`config.mk`:
```
export PLATFORM = sky130hd
export DESIGN_NAME = decode_redirect
export DESIGN_NICKNAME = d
export VERILOG_FILES = /design/src/rtl/dr_pkg.sv /design/src/rtl/dr_slot_check.sv /design/src/rtl/dr_first_pick.sv /design/src/rtl/decode_redirect.sv
export SDC_FILE = /design/constraint.sdc
export NUM_CORES = 1
export LEC_CHECK = 0
export ABC_AREA = 1
export BUFFER_PORTS_ARGS = -buffer_cell sky130_fd_sc_hd__buf_2
export CAP_MARGIN = 20
export CORE_AREA = 5 5 222 224
export DETAILED_ROUTE_END_ITERATION = 16
export DIE_AREA = 0 0 227 229
export SYNTH_ARGS = -nofsm -noshare
export SYNTH_HDL_FRONTEND = slang
export SYNTH_HIERARCHICAL = 1
export SYNTH_SLANG_ARGS = --single-unit
```
`constraint.sdc`:
```
create_clock -name clk -period 4.45 [get_ports clk]
set_input_delay 0.2225 -clock clk [delete_from_list [all_inputs] [get_ports clk]]
set_output_delay 0.2225 -clock clk [all_outputs]
set_load 0.005 [all_outputs]
```
`src/rtl/dr_pkg.sv`:
```
// Package: shared verdict type for the decode redirect checker.
// Assumes: nothing beyond SystemVerilog packed structs.
package dr_pkg;
    typedef struct packed {
        logic live;      // slot carries an instruction
        logic resolved;  // direct unconditional control, resolved here
        logic redirect;  // slot needs a fetch redirect
        logic nonctrl;   // cause is non-control predicted taken
        logic taken;     // actual direction for a target redirect
    } verdict_t;
endpackage

```
`src/rtl/dr_slot_check.sv`:
```
// Module: dr_slot_check
// Judges one bundle slot: detects the two mispredict kinds and works out
// the corrected next PC. Purely combinational.
// Assumes: target is the decoded target for direct control instructions.
module dr_slot_check
    import dr_pkg::*;
#(
    parameter int PC_W = 32,
    parameter int ISZ  = 4
) (
    input  logic            valid,
    input  logic [PC_W-1:0] pc,
    input  logic            pred_taken,
    input  logic [PC_W-1:0] pred_npc,
    input  logic            is_ctrl,
    input  logic            is_direct,
    input  logic            is_uncond,
    input  logic [PC_W-1:0] target,
    output verdict_t        vd,
    output logic [PC_W-1:0] fix_npc
);
    logic [PC_W-1:0] seq_pc;
    logic            dir_unc;
    logic            bad_kind;
    logic            bad_tgt;

    // Evaluate both mispredict conditions and the correct continuation.
    always_comb begin
        seq_pc      = pc + PC_W'(ISZ);
        dir_unc     = valid & is_ctrl & is_direct & is_uncond;
        bad_kind    = valid & pred_taken & ~is_ctrl;
        bad_tgt     = dir_unc & (target != pred_npc);
        vd.live     = valid;
        vd.resolved = dir_unc;
        vd.redirect = bad_kind | bad_tgt;
        vd.nonctrl  = bad_kind;
        vd.taken    = bad_tgt & (target != seq_pc);
        fix_npc     = bad_kind ? seq_pc : target;
    end
endmodule

```
`src/rtl/dr_first_pick.sv`:
```
// Module: dr_first_pick
// Scans slot verdicts in program order, picks the first redirect and
// builds the forward mask and the mask of slots behind the redirect.
// Assumes: a verdict with redirect set also has live set.
module dr_first_pick
    import dr_pkg::*;
#(
    parameter int WIDTH = 4,
    parameter int IDX_W = 2
) (
    input  verdict_t          vd [WIDTH],
    output logic              any,
    output logic [IDX_W-1:0]  idx,
    output logic [WIDTH-1:0]  fwd,
    output logic [WIDTH-1:0]  behind
);
    logic stop;

    // Linear prefix scan: everything after the first redirect is cut off.
    always_comb begin
        stop   = 1'b0;
        idx    = '0;
        fwd    = '0;
        behind = '0;
        for (int i = 0; i < WIDTH; i++) begin
            behind[i] = stop;
            fwd[i]    = vd[i].live & ~stop;
            if (vd[i].redirect && !stop)
                idx = IDX_W'(i);
            stop = stop | vd[i].redirect;
        end
        any = stop;
    end
endmodule

```
`src/rtl/decode_redirect.sv`:
```
// Module: decode_redirect (top)
// Checks a decode bundle against branch predictions, resolves direct
// unconditional jumps, and registers the forward/kill/ready masks, the
// fetch redirect record and per-cycle counts. One cycle latency.
// Assumes: sequence numbers do not wrap within a bundle's lifetime.
module decode_redirect
    import dr_pkg::*;
#(
    parameter int WIDTH = 4,
    parameter int PC_W  = 32,
    parameter int SEQ_W = 16,
    parameter int TID_W = 2,
    parameter int ISZ   = 4,
    localparam int IDX_W = (WIDTH > 1) ? $clog2(WIDTH) : 1,
    localparam int CNT_W = $clog2(WIDTH + 1)
) (
    input  logic                        clk,
    input  logic                        rst_n,
    input  logic [WIDTH-1:0]            in_valid,
    input  logic [WIDTH-1:0][TID_W-1:0] in_tid,
    input  logic [WIDTH-1:0][SEQ_W-1:0] in_seq,
    input  logic [WIDTH-1:0][PC_W-1:0]  in_pc,
    input  logic [WIDTH-1:0]            in_pred_taken,
    input  logic [WIDTH-1:0][PC_W-1:0]  in_pred_npc,
    input  logic [WIDTH-1:0]            in_is_ctrl,
    input  logic [WIDTH-1:0]            in_is_direct,
    input  logic [WIDTH-1:0]            in_is_uncond,
    input  logic [WIDTH-1:0][PC_W-1:0]  in_target,
    input  logic [WIDTH-1:0]            in_no_src,
    output logic [WIDTH-1:0]            out_fwd,
    output logic [WIDTH-1:0]            out_kill,
    output logic [WIDTH-1:0]            out_ready,
    output logic                        rd_valid,
    output logic                        rd_nonctrl,
    output logic                        rd_taken,
    output logic [TID_W-1:0]            rd_tid,
    output logic [SEQ_W-1:0]            rd_seq,
    output logic [PC_W-1:0]             rd_npc,
    output logic [PC_W-1:0]             rd_nnpc,
    output logic [CNT_W-1:0]            cnt_resolved,
    output logic [CNT_W-1:0]            cnt_mispredict
);
    verdict_t         vd      [WIDTH];
    logic [PC_W-1:0]  fix_npc [WIDTH];
    logic             any_rd;
    logic [IDX_W-1:0] rd_idx;
    logic [WIDTH-1:0] fwd_c;
    logic [WIDTH-1:0] behind_c;
    logic [WIDTH-1:0] kill_c;
    logic [CNT_W-1:0] res_c;
    logic [TID_W-1:0] sel_tid;
    logic [SEQ_W-1:0] sel_seq;

    // One checker per slot.
    for (genvar g = 0; g < WIDTH; g++) begin : g_slot
        dr_slot_check #(.PC_W(PC_W), .ISZ(ISZ)) u_slot (
            .valid      (in_valid[g]),
            .pc         (in_pc[g]),
            .pred_taken (in_pred_taken[g]),
            .pred_npc   (in_pred_npc[g]),
            .is_ctrl    (in_is_ctrl[g]),
            .is_direct  (in_is_direct[g]),
            .is_uncond  (in_is_uncond[g]),
            .target     (in_target[g]),
            .vd         (vd[g]),
            .fix_npc    (fix_npc[g])
        );
    end

    dr_first_pick #(.WIDTH(WIDTH), .IDX_W(IDX_W)) u_pick (
        .vd     (vd),
        .any    (any_rd),
        .idx    (rd_idx),
        .fwd    (fwd_c),
        .behind (behind_c)
    );

    // Squash marking against the chosen threshold, and resolved count.
    always_comb begin
        sel_tid = in_tid[rd_idx];
        sel_seq = in_seq[rd_idx];
        res_c   = '0;
        for (int i = 0; i < WIDTH; i++) begin
            kill_c[i] = behind_c[i] & in_valid[i] & (in_tid[i] == sel_tid)
                        & (in_seq[i] > sel_seq);
            res_c     = res_c + CNT_W'(fwd_c[i] & vd[i].resolved);
        end
    end

    // Register every result; reset clears all outputs.
    always_ff @(posedge clk) begin
        if (!rst_n) begin
            out_fwd        <= '0;
            out_kill       <= '0;
            out_ready      <= '0;
            rd_valid       <= 1'b0;
            rd_nonctrl     <= 1'b0;
            rd_taken       <= 1'b0;
            rd_tid         <= '0;
            rd_seq         <= '0;
            rd_npc         <= '0;
            rd_nnpc        <= '0;
            cnt_resolved   <= '0;
            cnt_mispredict <= '0;
        end else begin
            out_fwd        <= fwd_c;
            out_kill       <= any_rd ? kill_c : '0;
            out_ready      <= fwd_c & in_no_src;
            rd_valid       <= any_rd;
            rd_nonctrl     <= any_rd & vd[rd_idx].nonctrl;
            rd_taken       <= any_rd & vd[rd_idx].taken;
            rd_tid         <= any_rd ? sel_tid : '0;
            rd_seq         <= any_rd ? sel_seq : '0;
            rd_npc         <= any_rd ? fix_npc[rd_idx] : '0;
            rd_nnpc        <= any_rd ? fix_npc[rd_idx] + PC_W'(ISZ) : '0;
            cnt_resolved   <= res_c;
            cnt_mispredict <= CNT_W'(any_rd);
        end
    end
endmodule

```
==> results by group, run 1 <==
Outcome
  – Status: finished, final reports clean

Logic synthesis
  – Library cells used by synthesis: 48
  – Synthesized cell area: 0.0173 sq mm
  – Synthesized area per cell: 5.32 sq um
  – Ys async rst share: 0
  – Top post-synthesis cells by area: nand2_1, dfxtp_1, nand3_1, nor2_1, inv_1
  – Number of synthesized flops with an enable pin: 0
  – Synth Instances: 3245
  – Prevailing post-synth register cell: dfxtp_1
  – Top cell type's share of synthesized area: 0.273
  – Yosys top cell by area: nand2_1
  – #FFs+latches synth: 98
  – Share of the yosys chip area belonging to registers: 0.114
  – Synth warn: 6

Power and ir drop
  – Peak supply drop: roughly 190 uV
  – Pleak: roughly 12 nW
  – Pwr/cell area: 190 mW/mm^2

Run
  – Max-Cap Viols: 0

Floorplan
  – Starting Density: 0.366
  – FP Rows: 80
  – I/O Pins: 585
  – DIE HEIGHT: 229 microns
  – Total core area: 0.0471 sq mm
  – DIE WIDTH: 227 microns
  – Die area: 0.0520 sq mm

Worst setup path
  – Crit-path cells: buf_2 > inv_1 > or2_2 > nand3_1 > nor4_1 > nand4_1 > nand2_1 > nand2_1 > inv_2 > nand2_2 > a21oi_4 > buf_12 > a21oi_1 > o21ai_0 > nand2_1 > inv_1 > ha_1 > nand2_1 > nor2_1 > nand2_1 > nor2_1 > nand3_1 > nand2_1 > nor2_1
  – Crit path launch type: input port
  – Crit Path Category: input port to flop
  – CP arrival: 4.25 ns
  – Max FO, Critical Path: 28
  – Setup crit end kind: flop
  – CP most frequent cell: nand2_1
  – Slowest CP cell: nor4_1
  – CP peak stage delay: 0.64 ns
  – Worst path required time: 4.70 ns

Drt
  – WL/cell: about 19 microns
  – Remaining DRCs: 0
  – Antenna Nets Post-Route: 0
  – Iter 0 DRT Violations: 1847
  – Via-per-instance ratio: a little over 5
  – Total Wirelength: between 80000 and 90000 microns
  – DR pass1 iterations: 8
  – Via count: 22191

Place
  – Placed wire-length estimate: 72700 microns
  – Port-buffer cells: between 500 and 600
  – Dpl ws: 0.160 ns
  – Cell Area, Placed: 0.0208 sq mm
  – DP Cell Count: around 4400
  – RePlAce Congestion: 1.01

Global route
  – Pin count of the biggest net entering global routing: 60
  – Number of global-route vias before repair: 20620
  – Total grt overflow: 0
  – First-pass GRT wire length: 121000 microns
  – Global Route Usage Sum: 0.301
  – Initial antenna violation count: 6

Clocking
  – Total CTS buffers: 9
  – Post-CTS setup buffers: 0
  – Clock Path Buffers: 2
  – CTS tree: yes
  – CTS clk-pin slew, worst paths: 0.07 ns
  – # hold bufs at CTS: 0
  – Resized Gates After CTS: 0
  – CTS H-tree depth: 3
  – Number of clock sinks: 98
  – Clk root buf: clkbuf_16

Cells and area
  – Leading cell type in the layout, fill and taps excluded: nand2_1
  – Synth-to-layout area growth: 22.2%
  – Fillers: 5392
  – Post-Layout Inst Area: 0.0211 sq mm
  – Most frequent cells in the layout: nand2_1, buf_2, nand3_1
  – Final std cells w/o fill: 4402
  – Share of cells above drive strength 1: 0.210
  – Fin nets: about 4300

Timing
  – Setup_tns: 0 ns
  – Setup-failing EPs final: 0
  – Fin crit period: 4.00 ns
  – Rel. slew slack: 0.379
  – Final worst slack: approximately 0.45 ns
  – Share of the clock period used by the worst path: 0.899
  – Max Clk Rate: 250 MHz
  – RSZ-0062 raised after global routing: no
  – Slew Limit Fails: 0
  – Final Hold Vio Count: 0
  – Slew @ Worst Pin: 0.930 ns

Hold path
  – Worst hold endpoint: out_ready[1]
  – Hold Crit Class: input port to flop
  – Hold Crit Start: in_no_src[1]
  – Hold Path Cell Cnt: 3
-- synth_stat cells (8+ instances only) --
| cell type | instances |
|---|---|
| clkbuf_1 | 39 |
| nand3b_1 | 23 |
| nor4_1 | 14 |
| a32o_1 | 16 |
| o21ai_0 | 154 |
| xor2_1 | 45 |
| nand2_1 | 1257 |
| o21ai_1 | 8 |
| nor2_1 | 363 |
| buf_4 | 24 |
| dfxtp_1 | 98 |
| nand2_2 | 32 |
| xnor2_1 | 95 |
| nor3_1 | 12 |
| nand3_1 | 370 |
| inv_2 | 8 |
| a21oi_1 | 80 |
| nand4_1 | 37 |
| ha_1 | 71 |
| inv_1 | 316 |
| buf_2 | 22 |
| nor2_2 | 39 |
| or2_2 | 42 |
| nor2_4 | 19 |
-- routing by layer --
layer / share of wire / track usage / wire [microns] / vias to the layer above
met5: 0.00016 / 0 / 13 / -
met4: 0.034 / 0.0905 / 2820 / 2
met3: 0.081 / 0.0412 / 6720 / 102
met2: 0.45 / 0.497 / 37500 / 890
met1: 0.43 / 0.407 / 35500 / 9839
li1: - / - / - / 11358
-- worst max-delay path, delay by kind of cell --
family	cells	cell delay, ns
AND/OR/NAND/NOR	15	2.78
adder cells (fa/ha/maj)	1	0.20
buffers and inverters	5	0.69
AO/OA/AOI/OAI	3	0.37
-- flip-flops by register name (all words and copies together), names as in the netlist --
name and flops:
rd_nnpc 32, rd_npc 30, rd_taken 1, cnt_mispredict 1, out_fwd 4, cnt_resolved 3
rd_tid 2, rd_nonctrl 1, rd_seq 16, out_ready 4, out_kill 4
-- how the worst max path moves through the flow --
| stage | from | endpoint | slack (ns) | cells past startpoint |
|---|---|---|---|---|
| after detailed placement | in_target[4] | out_kill[3] | 0.16 | 21 |
| final | in_target[4] | rd_nnpc[22] | 0.45 | 24 |
| after global placement | in_target[4] | out_kill[1] | 0.22 | 22 |
| after CTS | in_target[4] | out_kill[3] | 0.54 | 21 |
| after floorplan | in_target[77] | out_kill[3] | 1.09 | 25 |
| after global routing | in_target[4] | rd_nnpc[20] | 0.20 | 24 |
-- power by group --
group | internal, mW | switching [mW]
Clock | 0.400 | 0.416
Combinational | 0.796 | 1.41
Sequential | 0.954 | 0.0281
Total | 2.15 | 1.85
-- layout make-up --
cell class,count,area (sq um),share of cell area
multi-input cells,2726,13600,0.643
repair buffers,615,3250,0.154
flip-flops and latches,98,1960,0.0930
inverters,327,1230,0.0584
well taps,615,769,0.0365
clock buffers,9,225,0.0107
clock inverters,7,78.8,0.00374
diodes,5,12.5,0.000593
-- through the flow --
stage	utilization	hold slack [ns]	total power, mW
finish	0.447	0.0785	4.01
global route	0.447	0.0747	4.29
CTS	0.447	0.0646	3.99
detailed placement	0.441	0.442	3.18
global placement	0.441	0.439	3.18
floorplan	-	0.335	2.26
-- kinds of logic after synthesis --
kind of cell    synth area share
compound gates            0.0879
xor+xnor                  0.0876
fa+ha+maj                 0.0526
buf+inv                    0.102
flops                      0.114
other cells             0.000435
simple gates               0.556
(Power assumes the default switching activity.)
==> run 2, diff against run 1 <==
CELL_PAD_IN_SITES_DETAIL_PLACEMENT = 1   (was not set)
CELL_PAD_IN_SITES_GLOBAL_PLACEMENT = 1   (was not set)
CORE_AREA = not set   (was 5 5 222 224)
CORE_ASPECT_RATIO = 0.5   (was not set)
CORE_MARGIN = 5   (was not set)
CORE_UTILIZATION = 34   (was not set)
DIE_AREA = not set   (was 0 0 227 229)
PLACE_DENSITY_LB_ADDON = 0.1   (was not set)
==> run 2 against run 1 <==
- sequential cell count unchanged
- global-route usage up 0.52 points
- cell count up 2.4%
- core utilization down 2.2 points
- fmax up 4.6%
- non-clock buffer count up 22
- largest cell class unchanged
- critical path depth down 3
- final area up 1.3%
==> results by group, run 2 (synthesized netlist as in run 1, its figures left out) <==
Cells and area
  – Most flops, register: rd_nnpc
  – Largest register FFs: 32 (unchanged)
  – Synth-to-layout area growth: 23.8%
  – Most frequent cells in the layout: nand2_1, buf_2, nand3_1
  – Share of cells above drive strength 1: 0.215 (+0.00457)
  – Largest registers: rd_nnpc: 32 flops, rd_npc: 30 flops, rd_seq: 16 flops
  – Fin nets: 4353 (+0.51%)
  – Leading cell type in the layout, fill and taps excluded: nand2_1

Clocking
  – Number of clock sinks: 98 (unchanged)
  – CTS H-tree depth: 3 (unchanged)
  – # hold bufs at CTS: 0 (unchanged)
  – CTS clk-pin slew, worst paths: 0.08 ns (about the same)
  – CTS tree: yes
  – Total CTS buffers: 9 (unchanged)
  – Post-CTS setup buffers: 0 (unchanged)
  – Clock Path Buffers: 2 (unchanged)
  – Resized Gates After CTS: 0 (unchanged)
  – Clk root buf: clkbuf_16

Place
  – Port-buffer cells: 582 (unchanged)
  – Dpl ws: 0.268 ns (+0.108 ns)
  – Placed wire-length estimate: 79600 microns (+9.5%)
  – RePlAce Congestion: 0.984 (-2.9%)

Timing
  – Setup_tns: 0 ns (unchanged)
  – Max Clk Rate: 261 MHz (+4.6%)
  – Rel. slew slack: 0.290 (-0.0892)
  – Minimum hold slack: 0.0529 ns (-0.0256 ns)
  – Share of the clock period used by the worst path: 0.860 (-0.0393)
  – RSZ-0062 raised after global routing: no
  – Slew @ Worst Pin: 1.05 ns (+0.124 ns)
  – Final worst slack: 0.624 ns (+0.175 ns)
  – Setup-failing EPs final: 0 (unchanged)
  – Fin crit period: 3.83 ns (-0.175 ns)
  – Slew Limit Fails: 0 (unchanged)
  – Final Hold Vio Count: 0 (unchanged)

Global route
  – Total grt overflow: 0 (unchanged)
  – Initial antenna violation count: 14 (+8)
  – Global Route Usage Sum: 0.306 (+0.00517)
  – Number of global-route vias before repair: 22956 (+11%)
  – Pin count of the biggest net entering global routing: 58 (-3.3%)
  – First-pass GRT wire length: 132000 microns (+8.6%)

Hold path
  – Hold Crit Start: in_no_src[2]
  – Hold Path Cell Cnt: 3 (unchanged)
  – Worst hold endpoint: out_ready[2]
  – Hold Crit Class: input port to flop

Power and ir drop
  – Total power draw: 4.13 mW (+3.1%)
  – Peak supply drop: 176 uV (-9.6%)
  – Pwr/cell area: 193 mW/mm^2 (+1.7%)
  – Pleak: 11.7 nW (+0.98%)

Worst setup path
  – Crit Path Category: input port to flop
  – Max FO, Critical Path: 54 (+93%)
  – Worst path required time: 4.72 ns (+0.02 ns)
  – CP arrival: 4.10 ns (-0.15 ns)
  – CP Launch Point: in_target[0]
  – Setup crit end kind: flop
  – Crit path launch type: input port

Floorplan
  – DIE HEIGHT: 169 microns (-26%)
  – Die area: 0.0556 sq mm (+7.0%)
  – I/O Pins: 585 (unchanged)
  – FP Rows: 58 (-28%)
  – DIE WIDTH: 329 microns (+45%)
  – Starting Density: 0.344 (-0.0224)
  – Total core area: 0.0502 sq mm (+6.5%)

Drt
  – Iter 0 DRT Violations: 1644 (-11%)
  – Remaining DRCs: 0 (unchanged)
  – Via count: 23127 (+4.2%)
  – Via-per-instance ratio: 5.13 (+1.8%)
  – DR pass1 iterations: 5 (-3)
  – Antenna Nets Post-Route: 0 (unchanged)
  – Total Wirelength: 90000 microns (+9.1%)
  – WL/cell: 20.0 microns (+6.5%)

Outcome
  – Status: finished, final reports clean

Run
  – Max-Cap Viols: 0 (unchanged)
## run 2: final cells by class
| cell class | count | area (sq um) |
|---|---|---|
| Sequential cell | 98 | 1960 |
| Tap cell | 690 | 863 |
| Antenna cell | 13 | 32.5 |
| Inverter | 327 | 1230 |
| Clock buffer | 9 | 225 |
| Timing Repair Buffer | 637 | 3410 |
| Clock inverter | 7 | 81.3 |
| Fill cell | 7478 | 28800 |
| Multi-Input combinational cell | 2726 | 13600 |
## run 2: stage by stage
stage	util	cells	area, sq um
3_5_place_dp	0.419	4478	21000
5_1_grt	0.425	4505	21400
4_1_cts	0.425	4494	21300
3_3_place_gp	0.419	4478	21000
2_1_floorplan	-	3246	17300
6_report	0.426	4507	21400
## run 2: report_power, final
part           total [mW]  switching, mW  internal, mW
Clock               0.845          0.442         0.402
Combinational        2.31           1.48         0.828
Sequential          0.977         0.0232         0.954
Total                4.13           1.94          2.18
## run 2: worst max path at each step
stage / end / slack (ns)
after global routing: rd_nnpc[28] / 0.28
after CTS: rd_nnpc[28] / 0.65
after detailed placement: out_kill[1] / 0.27
after global placement: rd_nnpc[22] / 0.37
final: rd_nnpc[26] / 0.62
after floorplan: out_kill[3] / 1.09
## run 2: layer usage
| metal | GRT usage | wire [microns] | vias up |
|---|---|---|---|
| li1 | - | - | 11406 |
| met5 | 0 | 27 | - |
| met2 | 0.533 | 42700 | 606 |
| met4 | 0.0830 | 2310 | 6 |
| met1 | 0.397 | 39600 | 10996 |
| met3 | 0.0453 | 5270 | 113 |
## run 2: worst max-delay path, cell delays in order
cell     delay, ns
buf_2         0.13
xnor2_1       0.37
nand4_1       0.23
nor4_1        0.22
nand4_1       0.16
nand2_1       0.13
nand2_1       0.28
inv_2         0.19
nand2_2       0.10
a21oi_4       0.20
buf_4         0.50
nand2_1       0.12
nand2_1       0.12
ha_1          0.18
nand2_1       0.06
nor2_1        0.18
nand2_1       0.18
nor2_1        0.24
nand3_1       0.11
nand2_1       0.09
nor2_1        0.05
